[config.mk]
export PLATFORM = sky130hd
export DESIGN_NAME = wk_wake_seq
export DESIGN_NICKNAME = d
export VERILOG_FILES = /design/src/rtl/wk_pkg.sv /design/src/rtl/wk_timer.sv /design/src/rtl/wk_spi_tx.sv /design/src/rtl/wk_seq_fsm.sv /design/src/rtl/wk_wake_seq.sv
export SDC_FILE = /design/constraint.sdc
export NUM_CORES = 1
export LEC_CHECK = 0
export ABC_CLOCK_PERIOD_IN_PS = 4850
export BUFFER_PORTS_ARGS = -buffer_cell sky130_fd_sc_hd__buf_2
export CAP_MARGIN = 30
export CORE_MARGIN = 2
export CORE_UTILIZATION = 49
export DETAILED_ROUTE_END_ITERATION = 10
export PLACE_DENSITY = 0.65
export SLEW_MARGIN = 20
export SYNTH_ARGS = -nofsm -noshare
export SYNTH_HDL_FRONTEND = slang
export SYNTH_HIERARCHICAL = 1
export SYNTH_SLANG_ARGS = --single-unit
[constraint.sdc]
create_clock -name clk -period 4.85 [get_ports clk]
set_input_delay 0.7275 -clock clk [delete_from_list [all_inputs] [get_ports clk]]
set_output_delay 0.7275 -clock clk [all_outputs]
set_load 0.1 [all_outputs]
[src/rtl/wk_pkg.sv]
package wk_pkg;

  typedef enum logic [2:0] {
    ST_IDLE   = 3'd0,
    ST_CSWAIT = 3'd1,
    ST_WRITE  = 3'd2,
    ST_SETTLE = 3'd3,
    ST_READY  = 3'd4
  } wk_state_e;

  localparam int FRAME_W    = 24;
  localparam int ADDR_W     = 15;
  localparam int DATA_W     = 8;
  localparam int PWR_REG    = 25;
  localparam logic [DATA_W-1:0] RUN_CODE = 8'h02;

  // write frame: direction bit, address field, data byte
  function automatic logic [FRAME_W-1:0] build_frame(
    input logic [ADDR_W-1:0] addr,
    input logic [DATA_W-1:0] data
  );
    return {1'b0, addr, data};
  endfunction

endpackage

[src/rtl/wk_timer.sv]
module wk_timer #(
  parameter int CW = 16
) (
  input  logic          clk,
  input  logic          rst_n,
  input  logic          load,
  input  logic [CW-1:0] load_val,
  output logic          zero
);
  logic [CW-1:0] cnt_q;

  always_ff @(posedge clk or negedge rst_n) begin
    if (!rst_n)             cnt_q <= '0;
    else if (load)          cnt_q <= load_val;
    else if (cnt_q != '0)   cnt_q <= cnt_q - 1'b1;
  end

  assign zero = (cnt_q == '0);
endmodule

[src/rtl/wk_spi_tx.sv]
module wk_spi_tx
  import wk_pkg::*;
#(
  parameter int SCLK_HALF = 4
) (
  input  logic               clk,
  input  logic               rst_n,
  input  logic               go,
  input  logic [FRAME_W-1:0] frame,
  output logic               sclk,
  output logic               sdio,
  output logic               done
);
  localparam int DW = (SCLK_HALF > 1) ? $clog2(SCLK_HALF) : 1;
  localparam int BW = $clog2(FRAME_W);
  localparam logic [DW-1:0] DIV_LAST = DW'(SCLK_HALF - 1);
  localparam logic [BW-1:0] BIT_LAST = BW'(FRAME_W - 1);

  logic               active_q;
  logic [FRAME_W-1:0] sh_q;
  logic [BW-1:0]      bit_q;
  logic [DW-1:0]      div_q;
  logic               sclk_q;
  logic               done_q;

  always_ff @(posedge clk or negedge rst_n) begin
    if (!rst_n) begin
      active_q <= 1'b0;
      sh_q     <= '0;
      bit_q    <= '0;
      div_q    <= '0;
      sclk_q   <= 1'b0;
      done_q   <= 1'b0;
    end else begin
      done_q <= 1'b0;
      if (go && !active_q) begin
        active_q <= 1'b1;
        sh_q     <= frame;
        bit_q    <= '0;
        div_q    <= DIV_LAST;
        sclk_q   <= 1'b0;
      end else if (active_q) begin
        if (div_q == '0) begin
          div_q <= DIV_LAST;
          if (!sclk_q) begin
            sclk_q <= 1'b1;
          end else begin
            sclk_q <= 1'b0;
            sh_q   <= {sh_q[FRAME_W-2:0], 1'b0};
            if (bit_q == BIT_LAST) begin
              active_q <= 1'b0;
              done_q   <= 1'b1;
            end else begin
              bit_q <= bit_q + 1'b1;
            end
          end
        end else begin
          div_q <= div_q - 1'b1;
        end
      end
    end
  end

  assign sclk = sclk_q;
  assign sdio = active_q & sh_q[FRAME_W-1];
  assign done = done_q;
endmodule

[src/rtl/wk_seq_fsm.sv]
module wk_seq_fsm
  import wk_pkg::*;
#(
  parameter int CS_CYC    = 30000,
  parameter int SLEEP_CYC = 200000,
  parameter int NAP_CYC   = 200,
  parameter int CW        = 18
) (
  input  logic          clk,
  input  logic          rst_n,
  input  logic          wake_req,
  input  logic          nap_mode,
  input  logic          tmr_zero,
  input  logic          spi_done,
  output logic          tmr_load,
  output logic [CW-1:0] tmr_val,
  output logic          spi_go,
  output logic          csb_n,
  output logic          ready
);
  wk_state_e state_q, state_d;
  logic      nap_q;

  always_ff @(posedge clk or negedge rst_n) begin
    if (!rst_n) begin
      state_q <= ST_IDLE;
      nap_q   <= 1'b0;
    end else begin
      state_q <= state_d;
      if ((state_q == ST_IDLE || state_q == ST_READY) && wake_req)
        nap_q <= nap_mode;
    end
  end

  always_comb begin
    state_d  = state_q;
    tmr_load = 1'b0;
    tmr_val  = '0;
    spi_go   = 1'b0;
    unique case (state_q)
      ST_IDLE, ST_READY: begin
        if (wake_req) begin
          if (nap_mode) begin
            state_d = ST_WRITE;
            spi_go  = 1'b1;
          end else begin
            state_d  = ST_CSWAIT;
            tmr_load = 1'b1;
            tmr_val  = CW'(CS_CYC - 1);
          end
        end
      end
      ST_CSWAIT: begin
        if (tmr_zero) begin
          state_d = ST_WRITE;
          spi_go  = 1'b1;
        end
      end
      ST_WRITE: begin
        if (spi_done) begin
          state_d  = ST_SETTLE;
          tmr_load = 1'b1;
          tmr_val  = nap_q ? CW'(NAP_CYC - 1) : CW'(SLEEP_CYC - 1);
        end
      end
      ST_SETTLE: begin
        if (tmr_zero) state_d = ST_READY;
      end
      default: state_d = ST_IDLE;
    endcase
  end

  assign csb_n = !(state_q == ST_CSWAIT || state_q == ST_WRITE);
  assign ready = (state_q == ST_READY);
endmodule

[src/rtl/wk_wake_seq.sv]
module wk_wake_seq
  import wk_pkg::*;
#(
  parameter int CLK_KHZ   = 200000,
  parameter int SCLK_HALF = 4
) (
  input  logic clk,
  input  logic rst_n,
  input  logic wake_req,
  input  logic nap_mode,
  output logic csb_n,
  output logic sclk,
  output logic sdio,
  output logic ready
);
  localparam int CS_CYC    = (CLK_KHZ * 150 + 999) / 1000;
  localparam int SLEEP_CYC = CLK_KHZ;
  localparam int NAP_CYC   = (CLK_KHZ + 999) / 1000;
  localparam int MAX_CYC   = (SLEEP_CYC > CS_CYC) ? SLEEP_CYC : CS_CYC;
  localparam int CW        = $clog2(MAX_CYC + 1);
  localparam logic [FRAME_W-1:0] WAKE_FRAME =
    build_frame(ADDR_W'(PWR_REG), RUN_CODE);

  logic          tmr_load, tmr_zero, spi_go, spi_done;
  logic [CW-1:0] tmr_val;

  wk_seq_fsm #(
    .CS_CYC(CS_CYC), .SLEEP_CYC(SLEEP_CYC), .NAP_CYC(NAP_CYC), .CW(CW)
  ) u_fsm (
    .clk(clk), .rst_n(rst_n), .wake_req(wake_req), .nap_mode(nap_mode),
    .tmr_zero(tmr_zero), .spi_done(spi_done), .tmr_load(tmr_load),
    .tmr_val(tmr_val), .spi_go(spi_go), .csb_n(csb_n), .ready(ready)
  );

  wk_timer #(.CW(CW)) u_tmr (
    .clk(clk), .rst_n(rst_n), .load(tmr_load), .load_val(tmr_val),
    .zero(tmr_zero)
  );

  wk_spi_tx #(.SCLK_HALF(SCLK_HALF)) u_spi (
    .clk(clk), .rst_n(rst_n), .go(spi_go), .frame(WAKE_FRAME),
    .sclk(sclk), .sdio(sdio), .done(spi_done)
  );
endmodule

==> results of run 1 <==
==> sequential cells by signal, indices dropped and copies added, names as in the netlist <==
register and count:
u_fsm/nap_q 1, u_spi/bit_q 5, u_spi/active_q 1, u_fsm/state_q 3, u_spi/sh_q 24, u_spi/div_q 2, u_spi/done 1, u_spi/sclk 1
u_tmr/cnt_q 18
==> critical path: stages (launching register included) <==
cell      delay (ps)
dfrtp_1          420
inv_1            110
ha_1             210
nor4b_2          420
nand2_2          220
nor3_4           500
nand3b_1         130
a21oi_1          320
nor2b_1          180
buf_4            300
a211oi_1          90
a41o_1           210
==> through the flow <==
| stage | hold slack [ps] | area (µm²) | std cells |
|---|---|---|---|
| 2_1_floorplan | 431.9 | 3189 | 333 |
| 3_3_place_gp | 483.2 | 3102 | 386 |
| 3_5_place_dp | 485.1 | 3102 | 386 |
| 4_1_cts | 512.8 | 3193 | 394 |
| 5_1_grt | 538.4 | 3204 | 395 |
| 6_report | 510.3 | 3204 | 395 |
==> cells in the mapped netlist (5+ instances only) <==
cell	number
o31ai_1	6
inv_1	11
xnor2_1	9
buf_4	14
a21oi_1	5
nand3_1	23
xor2_1	5
buf_2	7
nor3_1	6
nor2_1	20
nand2_1	38
a22oi_1	21
dfrtp_1	56
mux2i_1	6
a211oi_1	6
clkbuf_1	5
==> area by class of cell <==
class	count	area share, %
Clock buffer	5	2.148
Multi-Input combinational cell	235	47.29
Sequential cell	56	43.73
Tap cell	75	2.929
Inverter	11	1.289
Clock inverter	3	0.7029
Timing Repair Buffer	10	1.913
==> kinds of logic (layout without fill, tap and decap cells) <==
logic type | count (synthesis) | count (layout) | share of synthesized area (%)
xor+xnor | 14 | 14 | 3.952
mux | 7 | 7 | 2.298
other cells | 3 | 26 | 0.3629
simple gates | 125 | 125 | 23.59
buf+inv | 42 | 29 | 8.790
compound gates | 60 | 60 | 14.64
fa+ha+maj | 3 | 3 | 1.210
flops | 56 | 56 | 45.16
==> layer usage <==
layer | up-vias | part of all wire (%) | global-route usage, %
met1 | 1058 | 50 | 21.43
met5 | - | 0 | 0
li1 | 1085 | - | -
met4 | 0 | 1.3 | 4.839
met3 | 6 | 2.1 | 3.561
met2 | 14 | 46 | 27.49
==> where the power goes <==
group	internal, mW	total, mW	switching (mW)	leakage (nW)
sequential	0.476	0.484	0.00808	0.657
combinational	0.0101	0.0353	0.0252	0.735
clock	0.104	0.264	0.160	0.0485
total	0.590	0.784	0.193	1.44
==> how the worst max path moves through the flow <==
stage	startpoint	end	cells after the start
after CTS	u_tmr/cnt_q[0]	u_spi/bit_q[1]	9
after detailed placement	u_tmr/cnt_q[0]	u_spi/bit_q[1]	9
after global placement	u_tmr/cnt_q[0]	u_spi/bit_q[1]	9
final	u_tmr/cnt_q[0]	u_spi/bit_q[3]	11
after floorplan	u_fsm/state_q[0]	ready	2
after global routing	u_tmr/cnt_q[0]	u_spi/bit_q[3]	11
==> metrics.cfg, run 1 <==
[floorplan]
initial_utilization_pct=51.50
rows=28
die_w_um=83.58
core_mm2=0.006026
die_area_mm2=0.006985
die_h_um=83.58
ioPinCount=8

[setup_path]
rr_endpoint=u_spi/bit_q[3]
crit_path_max_fanout=25
r2r-start=u_tmr/cnt_q[0]
start_kind=flip-flop
r2r.worst_path.cells=11
r2r_slack_ps=1650
crit_path_end_kind=flip-flop
cp.arrival_ps=3420
critical_path_class=reg -> reg
critPathRequiredTime_ps=5070

[synthesis]
synth-edff-count=0
synth_area_per_cell_um2=10.01
syn_inst=310
synth.top_cell.area_share_pct=45.16
ys.flop_type=dfrtp_1
ys_ff_latch=56
synthTopCellsByArea=dfrtp_1 (45%), a22oi_1 (5.1%), nand2_1 (4.6%)
syn_area_mm2=0.003103
async_flop_share_pct=100.0
synth_cell_type_count=64
yosysWarningCount=6
ys_seq_area_share_pct=45.16
yosysTopAreaCell=dfrtp_1

[clocking]
path_clk_slew_ps=110
htree_levels=2
root_buffer=clkbuf_8
clkLatencyLatePin_ps=320
cts_tree=yes
postCtsSetupRepairBufs=0
cts.repair.resized=0
cts_made_buffers=5
cts_sinks=56
holdBufCountCts=0
cts_buffer_depth=2

[layout]
synthToLayoutAreaGrowth_pct=3.266
layout_commonest_cell=dfrtp_1
mostFrequentLayoutCells=dfrtp_1 (56), nand2_1 (38), conb_1 (26), nand3_1 (23), a22oi_1 (21)
fin_nets=326
seq_area_mm2=0.001401
n_antenna_cell=0
fillers=545
multi_input_area_mm2=0.001515
layout-drive-gt1-share_pct=11.56
final_util_pct=53.18

[routing]
drc=0
drtIter0Drc=112
drt_first_pass_iters=6
dr_total_vias=2163
wire_per_inst_um=13.75
ant_nets=0
finalWirelength_um=5431
vias_per_cell=5.476

[run_status]
outcome=completed

[global_route]
grt_max_degree=57
antenna_found_initial=0
grt_pass1_wl_um=9535
grt_pass1_vias=2097
grt_usage_pct=16.42
grt_overflow=0

[sta]
fin_ws_ps=1648
maxSlewViolCount=0
rsz0062_at_grt=false
fmax_ghz=0.3123
hold_viol=0
setup_tns_ps=0
worst_pin_slew_ps=887.5
fin_crit_sh_pct=66.03
slew_headroom_pct=40.67
finalClockSkew_ps=9.916
setup_viol=0
layout_min_cycle_time_ps=3202

[min_path]
hold_end=u_spi/sh_q[1]
hp-class=reg -> reg
hp-start=u_spi/sh_q[1]
hold_depth=2

[placement]
gp_congestion=0.7600
io_buffer_count=7
place_hpwl_um=3509
pre_cts_ws_ps=1418

[power]
peakVddDrop_v=0.0001556
powerDensity_mw_per_mm2=244.6
power.total_mw=0.7837
p_leak_nw=1.441

[run]
max_cap_viol_count=0

Note: power is estimated with default switching activity, not from simulation.
==> run 2, diff against run 1 <==
--- a/config.mk
+++ b/config.mk
@@ -5,13 +5,13 @@
 export SDC_FILE = /design/constraint.sdc
 export NUM_CORES = 1
 export LEC_CHECK = 0
-export ABC_CLOCK_PERIOD_IN_PS = 4850
+export ABC_AREA = 1
+export ABC_CLOCK_PERIOD_IN_PS = 3260
 export BUFFER_PORTS_ARGS = -buffer_cell sky130_fd_sc_hd__buf_2
 export CAP_MARGIN = 30
 export CORE_MARGIN = 2
 export CORE_UTILIZATION = 49
 export DETAILED_ROUTE_END_ITERATION = 10
-export PLACE_DENSITY = 0.65
 export SLEW_MARGIN = 20
 export SYNTH_ARGS = -nofsm -noshare
 export SYNTH_HDL_FRONTEND = slang
==> constraint.sdc (replaced) <==
create_clock -name clk -period 3.26 [get_ports clk]
set_input_delay 0.489 -clock clk [delete_from_list [all_inputs] [get_ports clk]]
set_output_delay 0.489 -clock clk [all_outputs]
set_load 0.1 [all_outputs]
==> metrics.cfg, run 2 <==
[synthesis]
synth-edff-count=0  ; unchanged
synth.most_common_cell=nand2_1
yosys-top-cells-count=nand2_1 (146), dfrtp_1 (56), nand3_1 (49), inv_1 (35), nor2_1 (32)
ys_seq_area_share_pct=42.78  ; -2.4 points
synth_cell_type_count=39  ; -39%
ys_ff_latch=56  ; unchanged
ys.flop_type=dfrtp_1
synth_area_per_cell_um2=7.548  ; -25%
yosysWarningCount=6  ; unchanged
yosysTopAreaCell=dfrtp_1
async_flop_share_pct=100.0  ; unchanged
syn_area_mm2=0.003276  ; +5.6%
syn_inst=434  ; +40%
synth.top_cell.area_share_pct=42.78  ; -2.4 points
synthTopCellsByArea=dfrtp_1 (43%), nand2_1 (17%), nand3_1 (7.5%)

[sta]
layout_min_cycle_time_ps=2362  ; -840.1 ps
rsz0062_at_grt=false
maxSlewViolCount=0  ; unchanged
slew_headroom_pct=58.59  ; +18 points
fmax_ghz=0.4233  ; +36%
fin_crit_sh_pct=72.46  ; +6.4 points
setup_viol=0  ; unchanged
hold_viol=0  ; unchanged
worst_pin_slew_ps=621.1  ; -266.4 ps
setup_tns_ps=0  ; unchanged
finalClockSkew_ps=10.21  ; +0.2982 ps
fin_ws_ps=897.7  ; -749.9 ps

[routing]
dr_total_vias=2588  ; +20%
drtIter0Drc=122  ; +8.9%
vias_per_cell=4.902  ; -10%
finalWirelength_um=6150  ; +13%
ant_nets=0  ; unchanged
drc=0  ; unchanged
wire_per_inst_um=11.65  ; -15%
drt_first_pass_iters=4  ; -2

[clocking]
cts_sinks=56  ; unchanged
cts_buffer_depth=2  ; unchanged
root_buffer=clkbuf_8
cts_made_buffers=5  ; unchanged
postCtsSetupRepairBufs=0  ; unchanged
path_clk_slew_ps=100  ; about the same
cts_tree=yes
htree_levels=2  ; unchanged
clkLatencyLatePin_ps=320  ; about the same
cts.repair.resized=0  ; unchanged
holdBufCountCts=0  ; unchanged

[global_route]
antenna_found_initial=0  ; unchanged
grt_max_degree=32  ; -44%
grt_overflow=0  ; unchanged
grt_pass1_wl_um=10880  ; +14%
grt_pass1_vias=2373  ; +13%
grt_usage_pct=18.56  ; +2.1 points

[floorplan]
die_w_um=85.76  ; +2.6%
core_mm2=0.006422  ; +6.6%
die_area_mm2=0.007355  ; +5.3%
die_h_um=85.76  ; +2.6%
rows=29  ; +3.6%
ioPinCount=8  ; unchanged
initial_utilization_pct=51.00  ; -0.49 points

[setup_path]
crit_path_end_kind=flip-flop
cp_slowest_stage_delay_ps=370  ; -130 ps
crit_path_max_fanout=20  ; -20%
start_kind=flip-flop
crit_path_frequent_cell=inv_1
critical_path_class=reg -> reg
cp.arrival_ps=2620  ; -800 ps
critPathRequiredTime_ps=3520  ; -1550 ps
slowest_stage=dfrtp_1
cp_cell_sequence=inv_1 -> ha_1 -> nand2_2 -> nor2_8 -> nand3_2 -> nor3_1 -> inv_1 -> o22ai_1 -> nand2_4 -> inv_2 -> buf_4 -> nand2_1 -> nand3_1

[run]
max_cap_viol_count=0  ; unchanged

[layout]
multi_input_area_mm2=0.001609  ; +6.2%
fillers=627  ; +15%
layout_commonest_cell=nand2_1
seq_area_mm2=0.001401  ; unchanged
fin_nets=457  ; +40%
regMostFlops=u_spi/sh_q
largest_reg_flops=24  ; unchanged
synthToLayoutAreaGrowth_pct=5.348
mostFrequentLayoutCells=nand2_1 (146), dfrtp_1 (56), nand3_1 (49), inv_1 (35), nor2_1 (32)
n_antenna_cell=0  ; unchanged
layout-drive-gt1-share_pct=14.41  ; +2.8 points
reg.largest.list=u_spi/sh_q (24), u_tmr/cnt_q (18), u_spi/bit_q (5)

[power]
clockPowerShare_pct=39.0  ; +5.3 points
power.total_mw=1.208  ; +54%
peakVddDrop_v=0.0001917  ; +23%
p_sw_share_pct=22.39  ; -2.3 points
seqPwrFrac_pct=58.0  ; -3.8 points
intPower_mw=0.9377  ; +59%
p_comb_share_pct=2.9  ; -1.6 points
power_switching_mw=0.2705  ; +40%
p_leak_nw=1.663  ; +15%
powerDensity_mw_per_mm2=350.1  ; +43%

[placement]
pre_cts_ws_ps=909.6  ; -508.1 ps
io_buffer_count=7  ; unchanged
gp_congestion=0.8096  ; +6.5%
place_hpwl_um=4318  ; +23%

[run_status]
outcome=completed

[min_path]
hp-class=in -> async

[run 2: changes by cell type after synthesis, moves of 6 or more]
| cell | previous run | this run |
|---|---|---|
| nand2_1 | 38 | 146 |
| nand3_1 | 23 | 49 |
| inv_1 | 11 | 35 |
| a22oi_1 | 21 | 1 |
| nor2_1 | 20 | 32 |
| nor2_2 | 0 | 12 |
| xnor2_1 | 9 | 0 |
| o21ai_0 | 3 | 11 |
| a21oi_2 | 1 | 8 |
| a211oi_1 | 6 | 0 |
| a21oi_1 | 5 | 11 |
| inv_2 | 0 | 6 |
| mux2i_1 | 6 | 0 |
| o31ai_1 | 6 | 0 |
[run 2: cell type report]
cell class / count / area share, %
sequential: 56 / 40.61
clock inverter: 3 / 1.378
tap: 77 / 2.792
multi-input combinational: 333 / 46.63
timing repair buffer: 10 / 1.668
clock buffer: 5 / 1.994
inverter: 44 / 4.931
[run 2: path summary, 6_finish.rpt]
kind                       slack [ps]              to           start  cells after the start
setup / recovery                  900   u_spi/sh_q[8]  u_tmr/cnt_q[1]                     13
hold / removal                    180  u_tmr/cnt_q[7]           rst_n                      1
setup reg to reg                  900   u_spi/sh_q[8]  u_tmr/cnt_q[1]                     13
hold reg to reg                   490  u_spi/sh_q[22]  u_spi/sh_q[22]                      2
max in group asynchronous        2250  u_tmr/cnt_q[6]           rst_n                      2
min in group clk                  490  u_spi/sh_q[22]  u_spi/sh_q[22]                      2
[run 2: worst max-delay path: cells and delay by family, from the launching register on]
family / cells / cell delay [ps]
AOI/OAI and AO/OA: 1 / 300
adders and majority gates: 1 / 210
DFF: 1 / 370
and+or+nand+nor: 7 / 870
buffers and inverters: 4 / 560
[run 2: cells by family after synthesis]
kind of cell | Yosys count | share of synthesized area [%]
AND/OR/NAND/NOR | 264 | 37.28
adder cells (fa/ha/maj) | 3 | 1.146
AO/OA/AOI/OAI | 39 | 7.448
flip-flops | 56 | 42.78
XOR/XNOR | 1 | 0.2674
other | 3 | 0.3437
buffers and inverters | 68 | 10.73
[run 2: power by group through the flow]
stage	Clock [mW]	Sequential, mW	Combinational [mW]
floorplan	0	0.714	0.0178
global placement	0	0.715	0.0360
detailed placement	0	0.715	0.0367
CTS	0.486	0.701	0.0366
global route	0.511	0.702	0.0434
finish	0.471	0.701	0.0356
[run 2: routing by layer]
metal / GRT usage, % / share of wire (%) / up-vias / wire, µm
met5: 0 / 0 / - / 0
li1: - / - / 1360 / -
met3: 3.176 / 2.1 / 2 / 129
met2: 32.95 / 50 / 24 / 3061
met4: 5.195 / 0.59 / 0 / 36
met1: 23.32 / 48 / 1202 / 2923
[run 2: through the flow]
| stage | hold WS, ps | utilization (%) | instances | cell area [µm²] |
|---|---|---|---|---|
| after floorplan | 193.4 | - | 457 | 3362 |
| after global placement | 466.1 | 51.92 | 520 | 3334 |
| after detailed placement | 469.7 | 51.92 | 520 | 3334 |
| after CTS | 195.5 | 53.73 | 528 | 3451 |
| after global routing | 218.5 | 53.73 | 528 | 3451 |
| final | 177.1 | 53.73 | 528 | 3451 |
==> run 3, diff against run 2 <==
--- a/config.mk
+++ b/config.mk
@@ -5,13 +5,14 @@
 export SDC_FILE = /design/constraint.sdc
 export NUM_CORES = 1
 export LEC_CHECK = 0
-export ABC_AREA = 1
-export ABC_CLOCK_PERIOD_IN_PS = 3260
+export ABC_AREA = 0
+export ABC_CLOCK_PERIOD_IN_PS = 1900
 export BUFFER_PORTS_ARGS = -buffer_cell sky130_fd_sc_hd__buf_2
 export CAP_MARGIN = 30
 export CORE_MARGIN = 2
 export CORE_UTILIZATION = 49
 export DETAILED_ROUTE_END_ITERATION = 10
+export PLACE_DENSITY = 0.68
 export SLEW_MARGIN = 20
 export SYNTH_ARGS = -nofsm -noshare
 export SYNTH_HDL_FRONTEND = slang
==> constraint.sdc (replaced) <==
create_clock -name clk -period 1.9 [get_ports clk]
set_input_delay 0.285 -clock clk [delete_from_list [all_inputs] [get_ports clk]]
set_output_delay 0.285 -clock clk [all_outputs]
set_load 0.1 [all_outputs]
==> metrics.cfg, run 3 (synthesis results as in run 1) <==
[run_status]
outcome=finished with violations
violations=setup timing

[routing]
dr_total_vias=2444  ; -5.6%
ant_nets=0  ; unchanged
vias_per_cell=5.419  ; +11%
drc=0  ; unchanged
drt_first_pass_iters=4  ; unchanged
drtIter0Drc=108  ; -11%
finalWirelength_um=6835  ; +11%
wire_per_inst_um=15.16  ; +30%

[placement]
dp_cells=427  ; -18%
place_hpwl_um=4200  ; -2.7%
gp_congestion=0.7442  ; -8.1%
pre_cts_ws_ps=-162.0  ; -1072 ps
io_buffer_count=7  ; unchanged

[layout]
reg.largest.list=u_spi/sh_q (24), u_tmr/cnt_q (18), u_spi/bit_q (5)
n_antenna_cell=0  ; unchanged
instances_no_fill=451  ; -15%
multi_input_area_mm2=0.001784  ; +11%
layout-drive-gt1-share_pct=35.90  ; +21 points
synthToLayoutAreaGrowth_pct=29.96
fillers=476  ; -24%
seq_area_mm2=0.001401  ; unchanged
regMostFlops=u_spi/sh_q
fin_nets=382  ; -16%
largest_reg_flops=24  ; unchanged
mostFrequentLayoutCells=dfrtp_1 (56), buf_4 (47), nand2_1 (33), conb_1 (26), nor2_1 (20)
layout_commonest_cell=dfrtp_1

[setup_path]
crit_path_max_fanout=4  ; -80%
crit_path_end_kind=flip-flop
start_kind=flip-flop
critPathRequiredTime_ps=2110  ; -1410 ps
critical_path_class=reg -> reg
cp.arrival_ps=2360  ; -260 ps

[floorplan]
ioPinCount=8  ; unchanged
rows=28  ; -3.4%
initial_utilization_pct=51.50  ; +0.49 points
core_mm2=0.006026  ; -6.2%
die_h_um=83.58  ; -2.5%
die_w_um=83.58  ; -2.5%
die_area_mm2=0.006985  ; -5.0%

[global_route]
grt_pass1_wl_um=11260  ; +3.5%
grt_usage_pct=19.27  ; +0.70 points
antenna_found_initial=0  ; unchanged
grt_overflow=0  ; unchanged
grt_max_degree=57  ; +78%
grt_pass1_vias=2447  ; +3.1%

[min_path]
hp-class=in -> reg

[clocking]
root_buffer=clkbuf_8
cts_made_buffers=5  ; unchanged
cts_tree=yes
cts_sinks=56  ; unchanged
cts_buffer_depth=2  ; unchanged
htree_levels=2  ; unchanged
path_clk_slew_ps=100  ; about the same
clkLatencyLatePin_ps=310  ; about the same

[sta]
rsz0062_at_grt=true
whs_ps=307.1  ; +130.0 ps
fin_crit_sh_pct=113.4  ; +41 points
layout_min_cycle_time_ps=2154  ; -208.2 ps
worst_pin_slew_ps=553.2  ; -67.96 ps
finalClockSkew_ps=8.336  ; -1.878 ps
setup_viol=38  ; +38
slew_headroom_pct=63.08  ; +4.5 points
fin_ws_ps=-254.1  ; -1152 ps
maxSlewViolCount=0  ; unchanged
hold_viol=0  ; unchanged
fmax_ghz=0.4642  ; +9.7%

[power]
powerDensity_mw_per_mm2=532.5  ; +52%
p_leak_nw=1.872  ; +13%
peakVddDrop_v=0.0003056  ; +59%

[run]
max_cap_viol_count=0  ; unchanged

==> run 3: cell types whose count changed in the layout (fill, tap and decap cells not counted), moves of 9 or more <==
cell	before	now
a22oi_1	1	17
buf_4	3	47
inv_1	35	9
nand2_1	146	33
nand3_1	49	4
nand3_2	3	17
nor2_1	32	20
nor2_2	12	0
o21ai_0	11	2
==> run 3: worst paths after layout <==
check / to / cells past startpoint / startpoint / slack, ps
worst max-delay path: u_spi/bit_q[3] / 8 / u_tmr/cnt_q[8] / -250
worst min-delay path: u_fsm/state_q[2] / 3 / wake_req / 310
worst max register to register: u_spi/bit_q[3] / 8 / u_tmr/cnt_q[8] / -250
worst min register to register: u_spi/sh_q[3] / 2 / u_spi/sh_q[3] / 530
max in group asynchronous: u_tmr/cnt_q[9] / 3 / rst_n / 1150
min in group asynchronous: u_tmr/cnt_q[5] / 3 / rst_n / 480
==> run 3: area by class of cell <==
type                    instances  share of cell area (%)
clock inverters                 3                   1.055
inverters                      11                   1.024
clock buffers                   5                   1.706
repair buffers                 66                   14.89
well taps                      75                   2.327
multi-input cells             235                   44.24
flip-flops and latches         56                   34.75
==> run 3: power by group <==
part	switching, mW	internal [mW]
sequential	0.0208	1.22
combinational	0.0767	0.0428
clock	0.400	0.391
==> run 3: worst max-delay path, stage by stage, from the launching register on <==
cell,delay [ps]
dfrtp_1,420
nor4_4,330
nand4_2,180
nor3_4,220
nand3b_1,150
a21oi_4,230
nor2b_4,260
a211oi_2,60
a41o_1,210
==> run 3: routing by layer <==
metal | global-route usage [%] | vias to the layer above | routed length (µm)
met5 | 0 | - | 0
li1 | - | 1200 | -
met2 | 33.09 | 26 | 3535
met4 | 5.279 | 0 | 100
met1 | 25.27 | 1209 | 3061
met3 | 3.066 | 9 | 137
==> run 3: per-stage QoR <==
stage / instance area (µm²) / power, mW / util, % / TNS [ps]
2_1_floorplan: 3361 / 1.324 / - / -13660
3_3_place_gp: 3592 / 1.368 / 59.61 / -1206
3_5_place_dp: 3592 / 1.372 / 59.61 / -2571
4_1_cts: 3792 / 2.161 / 62.94 / -2860
5_1_grt: 4033 / 2.227 / 66.92 / -11030
6_report: 4033 / 2.147 / 66.92 / -5631
==> run 3: timing repair <==
| action | in CTS | in global routing |
|---|---|---|
| hold endpoints to repair | 56 | 0 |
| pin swaps | 4 | 15 |
| cloned | 0 | 4 |
| gates resized for setup | 8 | 22 |
| buffers inserted | 5 | 6 |
| endpoints found under the setup margin | 39 | 45 |
| hold buffers | 1 | 0 |
